$ cat config.mk
export PLATFORM = sky130hd
export DESIGN_NAME = rt_addr_latch
export DESIGN_NICKNAME = d
export VERILOG_FILES = /design/src/rtl/rt_addr_latch.sv
export SDC_FILE = /design/constraint.sdc
export NUM_CORES = 1
export LEC_CHECK = 0
export BUFFER_PORTS_ARGS = -buffer_cell sky130_fd_sc_hd__buf_2
export CAP_MARGIN = 0
export CORE_MARGIN = 8
export CORE_UTILIZATION = 41
export CTS_CLUSTER_SIZE = 12
export DETAILED_ROUTE_END_ITERATION = 8
export HOLD_SLACK_MARGIN = 0.02
export MAX_ROUTING_LAYER = met4
export PLACE_DENSITY = 0.81
export REMOVE_ABC_BUFFERS = 1
export SYNTH_ARGS = -nofsm -noshare
export SYNTH_HDL_FRONTEND = slang
export SYNTH_SLANG_ARGS = --single-unit
$ cat constraint.sdc
create_clock -name clk -period 1.18 [get_ports clk]
set_input_delay 0.059 -clock clk [delete_from_list [all_inputs] [get_ports clk]]
set_output_delay 0.059 -clock clk [all_outputs]
set_load 0.02 [all_outputs]
$ cat src/rtl/rt_addr_latch.sv
module rt_addr_latch #(
  parameter int ADDR_W = 5,
  parameter int DATA_W = 16,
  parameter int REG_AW = 3
) (
  input  logic              clk,
  input  logic              rst_n,
  input  logic [ADDR_W-1:0] addr_pins,
  input  logic              par_pin,
  input  logic              latch_pin,
  input  logic              wr_en,
  input  logic [REG_AW-1:0] wr_addr,
  input  logic [DATA_W-1:0] wr_data,
  output logic [ADDR_W-1:0] term_addr,
  output logic              term_par,
  output logic              par_ok,
  output logic              bcast
);
  localparam int TW = ADDR_W + 1;
  localparam logic [REG_AW-1:0] REG_ENH  = REG_AW'(3);
  localparam logic [REG_AW-1:0] REG_LCTL = REG_AW'(4);
  localparam logic [REG_AW-1:0] REG_LOAD = REG_AW'(5);
  localparam logic [REG_AW-1:0] REG_SRC  = REG_AW'(6);
  localparam int ENH_BIT  = 15;
  localparam int LCTL_BIT = 3;
  localparam int SRC_BIT  = 5;

  logic [2:0]    lsync;
  logic          enh_q, lctl_q, src_q;
  logic [TW-1:0] word_q;

  wire           lat_s    = lsync[1];
  wire           lat_rise = lsync[1] & ~lsync[2];
  wire           wr_load  = wr_en && (wr_addr == REG_LOAD);
  wire           host_go  = wr_load & enh_q & lctl_q & lat_s;
  wire [TW-1:0]  pin_word = {addr_pins, par_pin};
  wire [TW-1:0]  bus_word = wr_data[TW-1:0];

  always_ff @(posedge clk) begin
    if (!rst_n) begin
      lsync  <= '0;
      enh_q  <= 1'b0;
      lctl_q <= 1'b0;
      src_q  <= 1'b0;
    end else begin
      lsync <= {lsync[1:0], latch_pin};
      if (wr_en && wr_addr == REG_ENH)  enh_q  <= wr_data[ENH_BIT];
      if (wr_en && wr_addr == REG_LCTL) lctl_q <= wr_data[LCTL_BIT];
      if (wr_en && wr_addr == REG_SRC)  src_q  <= wr_data[SRC_BIT];
    end
  end

  always_ff @(posedge clk) begin
    if (!rst_n)
      word_q <= '0;
    else if (src_q) begin
      if (host_go) word_q <= bus_word;
    end else if (!lat_s || lat_rise || host_go)
      word_q <= pin_word;
  end

  assign term_addr = word_q[TW-1:1];
  assign term_par  = word_q[0];
  assign par_ok    = ^word_q;
  assign bcast     = &word_q[TW-1:1];
endmodule

==> results.md, run 1 <==
- CP Max Fanout: 4
- Mapped Area: 619 um2
- Num CTS Buffers: 3
- Final Critical Period: 1.29 ns
- Slowest cell on the critical path: dfxtp_2
- Die ar.: 3010 um2
- Worst setup margin: -0.114 ns
- Initial antenna violation count: 0
- Maximum Capacitance Violations: 0
- Crit path launch type: register
- Final Skew: 0.00805 ns
- Vias in the first global route: 540
- Power, Total: 0.889 mW
- DR iter-0 viols: 6
- Clock sinks: 12
- Launching point of the worst reg2reg path: lsync[1]
- Cell Pwr Density: 1050 nW/um2
- CTS tree: yes
- Clk_lat worst skew: 0.26 ns
- Sequential-to-total area share from yosys stat: 0.388
- CP bufs+invs: 1
- Total area of sequential cells: 246 um2
- GR Layer Usage met3: 0.0109
- Critical Path Max Stage Delay: 0.35 ns
- Synth Warn #: 0
- Initial Util: 0.426
- Hold Crit Start: wr_data[5]
- CTS root buffer: clkbuf_4
- Clock-pin slew on the worst setup and hold paths: 0.07 ns
- Reg2Reg Setup Slack: 0.09 ns
- Row Count: 14
- Antenna viol nets, final: 0
- Fill count: 137
- Longest Clk Path Bufs: 2
- Final WL: 1.45 mm
- Worst endpoint data arrival time: 1.23 ns
- Die Y: 54.9 um
- HP Class: in -> reg
- DRC: 0
- Worst r2r dst: word_q[4]
- Total Nets Final: 125
- Required @ worst endpoint: 1.12 ns
- Violated checks: setup timing
- Final Util: 0.580
- Number of synthesized register bits: 12
- DR vias: 542
- Synthesized area per cell: 9.83 um2
- Grt peak-use layer: met2
- Hold depth: 3
- CP cell instances: xnor2_2, xnor2_1, xnor2_1, buf_4
- Num ports: 37
- Max Transition Viols Final: 0
- WS Path Type: reg -> out
- Met1 GRT Util: 0.119
- Port bufs: 27
- Layout area overhead: 36.2%
- Max Fclk: 0.773 GHz
- # H-tree levels: 1
- Leak: 0.354 nW
- First-pass GRT wire length: 2.35 mm
- DP HPWL: 1.10 mm
- Final Setup Violations: 1
- Fin crit share: 1.10
- Footprint of the multi-input gates: 378 um2
- Vias per cell: 4.93
- Fin. Hold Viols: 0
- FF-to-FF path depth: 3
- Cell mode on critical path: xnor2_1
- CP endpoint kind: primary output
- Die Wd: 54.9 um
- Setup TNS Final: -0.114 ns
- Worst VDD drop: 0.582 mV
- Largest net degree at the start of global routing: 19
- Hold Path Sink: src_q
- Total GRT Usage: 0.111
- Gpl congestion: 0.750
- Grt total ovfl: 0
- Met2 usage: 0.187
- Status: finished with violations
- Ant. Diodes: 0
- Wire per inst: 13.2 um
- DRT Pass-1 Iters: 4
- Kind of cell adding the most delay to the critical path: XOR/XNOR gates
- Slew margin rel.: 0.751
- RSZ-0062 raised after global routing: yes
- Post-synthesis cell type count: 19
- Least-Margin Pin Slew: 0.372 ns
- Core area: 1450 um2
- Share of layout cells above drive strength 1: 0.436
- Post-Syn Instances: 63
[state kept, by name, indices dropped and copies added (netlist names)]
signal  count
word_q      6
lsync       3
enh_q       1
lctl_q      1
src_q       1
[cell families after synthesis]
| group | synth area share |
|---|---|
| flops | 0.388 |
| xor+xnor | 0.0707 |
| simple gates | 0.244 |
| buf+inv | 0.0263 |
| mux | 0.145 |
| compound gates | 0.125 |
[power by group]
group | leakage, nW | switching [mW] | internal [mW]
clock network | 0.0138 | 0.117 | 0.117
logic | 0.240 | 0.102 | 0.109
registers | 0.100 | 0.0183 | 0.426
[metal layers]
metal	share of wire	wire, um
met1	0.39	571
met2	0.52	756
met3	0.064	92
met4	0.019	27
met5	0	0
[synth_stat cells]
cell / count / share of area
xnor2_1: 4 / 0.057
and4bb_2: 1 / 0.020
a41oi_4: 1 / 0.044
buf_2: 1 / 0.0081
nand4b_1: 2 / 0.028
nand2_1: 7 / 0.042
dfxtp_1: 12 / 0.39
mux2i_1: 9 / 0.15
nor2_1: 1 / 0.0061
xor2_1: 1 / 0.014
clkbuf_1: 2 / 0.012
and4_4: 1 / 0.018
inv_1: 1 / 0.0061
a21oi_1: 1 / 0.0081
nand3_1: 1 / 0.0081
nor2b_1: 3 / 0.030
nand2b_1: 6 / 0.061
and2_1: 3 / 0.030
o211ai_1: 6 / 0.073
[how the worst max path moves through the flow]
stage,startpoint,cells after the start,end,slack (ns)
5_1_grt,word_q[2],4,par_ok,-0.20
2_1_floorplan,src_q,3,word_q[0],-0.009
3_3_place_gp,lsync[1],3,word_q[5],0.02
6_report,word_q[2],4,par_ok,-0.11
4_1_cts,word_q[3],4,par_ok,-0.13
3_5_place_dp,lsync[1],3,word_q[4],-0.003
[cell usage in the layout, fill, tap and decap left out]
master         instances
a21oi_1                1
a41oi_4                1
and2_1                 3
and4_4                 1
and4bb_2               1
buf_2                 25
buf_4                  5
clkbuf_4               3
dfxtp_1                9
dfxtp_2                2
dfxtp_4                1
dlygate4sd3_1          1
inv_1                  1
mux2i_1                9
nand2_1                7
nand2b_1               6
nand3_1                1
nand4b_1               2
nor2_1                 1
nor2b_1                3
o211ai_1               6
xnor2_1                2
xnor2_2                2
xor2_1                 1
[worst min-delay path, cell delays in order]
cell and delay, ns:
buf_2 0.08, mux2i_1 0.06, nor2b_1 0.10
[repair_timing]
| action | CTS | global route |
|---|---|---|
| hold buffers | 1 | 0 |
| hold endpoints to repair | 1 | 0 |
| buffers inserted | 1 | 0 |
| pin swaps | 4 | 0 |
| gates resized for setup | 7 | 1 |
| endpoints found under the setup margin | 3 | 2 |
[per-stage QoR]
step	setup slack (ns)	instances	cell area, um2	hold WS [ns]
after floorplan	-0.00945	60	607	0.181
after global placement	0.0232	105	777	0.265
after detailed placement	-0.00333	105	777	0.273
after CTS	-0.129	110	836	0.0642
after global routing	-0.203	110	843	0.0821
final	-0.114	110	843	0.0803
[area by class of cell]
type | count | share of cell area
multi-input combinational | 47 | 0.448
tap | 16 | 0.0237
sequential | 12 | 0.292
clock buffer | 3 | 0.0267
timing repair buffer | 31 | 0.205
inverter | 1 | 0.00445
Power figures use the tool's default switching activity.
==> run 2: changes to the inputs <==
--- a/config.mk
+++ b/config.mk
@@ -5,7 +5,7 @@
 export SDC_FILE = /design/constraint.sdc
 export NUM_CORES = 1
 export LEC_CHECK = 0
-export BUFFER_PORTS_ARGS = -buffer_cell sky130_fd_sc_hd__buf_2
+export BUFFER_PORTS_ARGS = -buffer_cell sky130_fd_sc_hd__buf_4
 export CAP_MARGIN = 0
 export CORE_MARGIN = 8
 export CORE_UTILIZATION = 41
==> run 2 against run 1 <==
The flow still finishes with violations (setup timing). Flip-flop and latch count stayed put. Critical path depth unchanged. Via count rose by 4.8%. Register-to-register slack hardly changed. Sequential share of layout area fell by 3.0 points. Cell count is 3.6% higher. Clock-buffer cell count grew 1. Non-clock buffer count grew 3. Global-route usage down 1.3 points. Largest power group unchanged.
==> results.md, run 2 (synthesis gave the netlist of run 1 again) <==
- Hold Crit Start: wr_data[3]
- Clock sinks: 12 (unchanged)
- Antenna viol nets, final: 0 (unchanged)
- Initial Util: 0.426 (unchanged)
- Max reg flops: 6 (unchanged)
- Fin. Hold Viols: 0 (unchanged)
- CP startpoint: word_q[2]
- HP Class: in -> reg
- Initial antenna violation count: 0 (unchanged)
- Total GRT Usage: 0.0979 (-0.0127)
- Vias per cell: 4.98 (+1.1%)
- # H-tree levels: 1 (unchanged)
- Biggest register: word_q
- Switch share: 0.245 (-0.0217)
- Die ar.: 3010 um2 (unchanged)
- Maximum Capacitance Violations: 0 (unchanged)
- Cell Pwr Density: 1060 nW/um2 (+0.96%)
- Worst endpoint data arrival time: 1.21 ns (-0.02 ns)
- Num ports: 37 (unchanged)
- DRC: 0 (unchanged)
- Status: finished with violations
- Max Fclk: 0.786 GHz (+1.7%)
- Worst setup margin: -0.0926 ns (+0.0212 ns)
- Gpl congestion: 0.791 (+5.5%)
- Most common cell after layout, fill and taps aside: buf_4
- Minimum hold slack: 0.0746 ns (-0.00566 ns)
- Slew margin rel.: 0.845 (+0.0940)
- Wire per inst: 12.5 um (-5.3%)
- CTS root buffer: clkbuf_4
- Setup TNS Final: -0.0926 ns (+0.0212 ns)
- DR vias: 568 (+4.8%)
- WS Path Type: reg -> out
- Longest Clk Path Bufs: 2 (unchanged)
- First-pass GRT wire length: 2.10 mm (-10%)
- Total Nets Final: 128 (+2.4%)
- DR iter-0 viols: 8 (+2)
- Post-Layout Cell Count: 114 (+3.6%)
- Num CTS Buffers: 3 (unchanged)
- Psw: 0.243 mW (+2.6%)
- CP endpoint kind: primary output
- Largest regs: word_q: 6 flops, lsync: 3 flops
- Grt total ovfl: 0 (unchanged)
- DP HPWL: 1.15 mm (+4.4%)
- Crit path launch type: register
- Sequential cell fraction of total power: 0.446 (-0.053)
- Vias in the first global route: 521 (-3.5%)
- Dpl ws: -0.0113 ns (-0.00794 ns)
- Largest net degree at the start of global routing: 19 (unchanged)
- Share of power burned in the clock network: 0.311 (+0.048)
- Required @ worst endpoint: 1.12 ns (about the same)
- RSZ-0062 raised after global routing: yes
- Clock-pin slew on the worst setup and hold paths: 0.07 ns (about the same)
- Commonest cells after routing, fill and taps aside: buf_4 (33), mux2i_1 (9), dfxtp_1 (8)
- Int Pwr: 0.750 mW (+15%)
- Ant. Diodes: 0 (unchanged)
- DRT Pass-1 Iters: 4 (unchanged)
- CTS tree: yes
- FF-to-FF path depth: 4 (+1)
- Max Transition Viols Final: 0 (unchanged)
- Core area: 1450 um2 (unchanged)
- Combinational fraction of design power: 0.243 (+0.006)
- Final Critical Period: 1.27 ns (-0.0212 ns)
- Clk_lat worst skew: 0.26 ns (about the same)
- Final Skew: 0.00549 ns (-0.00256 ns)
- Least-Margin Pin Slew: 0.233 ns (-0.140 ns)
- Die Y: 54.9 um (unchanged)
- Layout area overhead: 50.7%
- Die Wd: 54.9 um (unchanged)
- Leak: 0.392 nW (+11%)
- Launching point of the worst reg2reg path: lsync[1]
- Fin crit share: 1.08 (-0.0179)
- Violated checks: setup timing
- Final Setup Violations: 1 (unchanged)
- Final WL: 1.42 mm (-1.9%)
- Hold depth: 3 (unchanged)
- DP Cell Count: 107 (+1.9%)
- Share of layout cells above drive strength 1: 0.459 (+0.0230)
- Port bufs: 27 (unchanged)
- Worst VDD drop: 1.01 mV (+73%)
- Row Count: 14 (unchanged)
- CP Max Fanout: 4 (unchanged)
[run 2: cell count changes in the layout (fill, tap and decap cells not counted), sizes merged]
cell and change:
buf +3, clkbuf +1
[run 2: final timing paths]
path,endpoint,slack (ns)
worst max-delay path,par_ok,-0.09
worst min-delay path,lctl_q,0.07
worst max register to register,word_q[5],0.09
worst min register to register,lsync[1],0.45
[run 2: timing repair]
action,in CTS,in global routing
hold endpoints to repair,1,0
hold buffers,1,0
pin swaps,1,0
buffers inserted,0,2
resized for setup,5,0
endpoints found under the setup margin,7,3
[run 2: per-layer routing]
layer,up-vias,global-route usage,part of all wire
li1,289,-,-
met1,263,0.108,0.40
met2,14,0.158,0.51
met3,2,0.0245,0.068
met4,0,0.0492,0.013
met5,-,-,0
[run 2: worst max-delay path, stage by stage, from the launching register on]
cell and delay [ns]:
dfxtp_2 0.35, xnor2_2 0.13, xnor2_1 0.17, xnor2_1 0.14, buf_4 0.16
[run 2: per-stage QoR]
stage          cell area [um2]  power [mW]   util
5_1_grt                    933        1.06  0.642
6_report                   933       0.993  0.642
4_1_cts                    918        1.01  0.632
3_3_place_gp               860       0.680  0.591
2_1_floorplan              607       0.559      -
3_5_place_dp               860       0.685  0.591
[run 2: layout make-up]
| cell class | instances | area (um2) |
|---|---|---|
| Sequential cell | 12 | 245 |
| Tap cell | 16 | 20.0 |
| Timing Repair Buffer | 34 | 258 |
| Inverter | 1 | 3.75 |
| Multi-Input combinational cell | 47 | 370 |
| Clock buffer | 4 | 36.3 |
| Fill cell | 131 | 520 |
[run 2: power by group through the flow]
stage               Combinational [mW]  Clock, mW  Sequential [mW]
floorplan                       0.0907          0            0.468
global placement                 0.232          0            0.448
detailed placement               0.236          0            0.449
CTS                              0.241      0.322            0.443
global route                     0.260      0.357            0.445
finish                           0.242      0.309            0.443
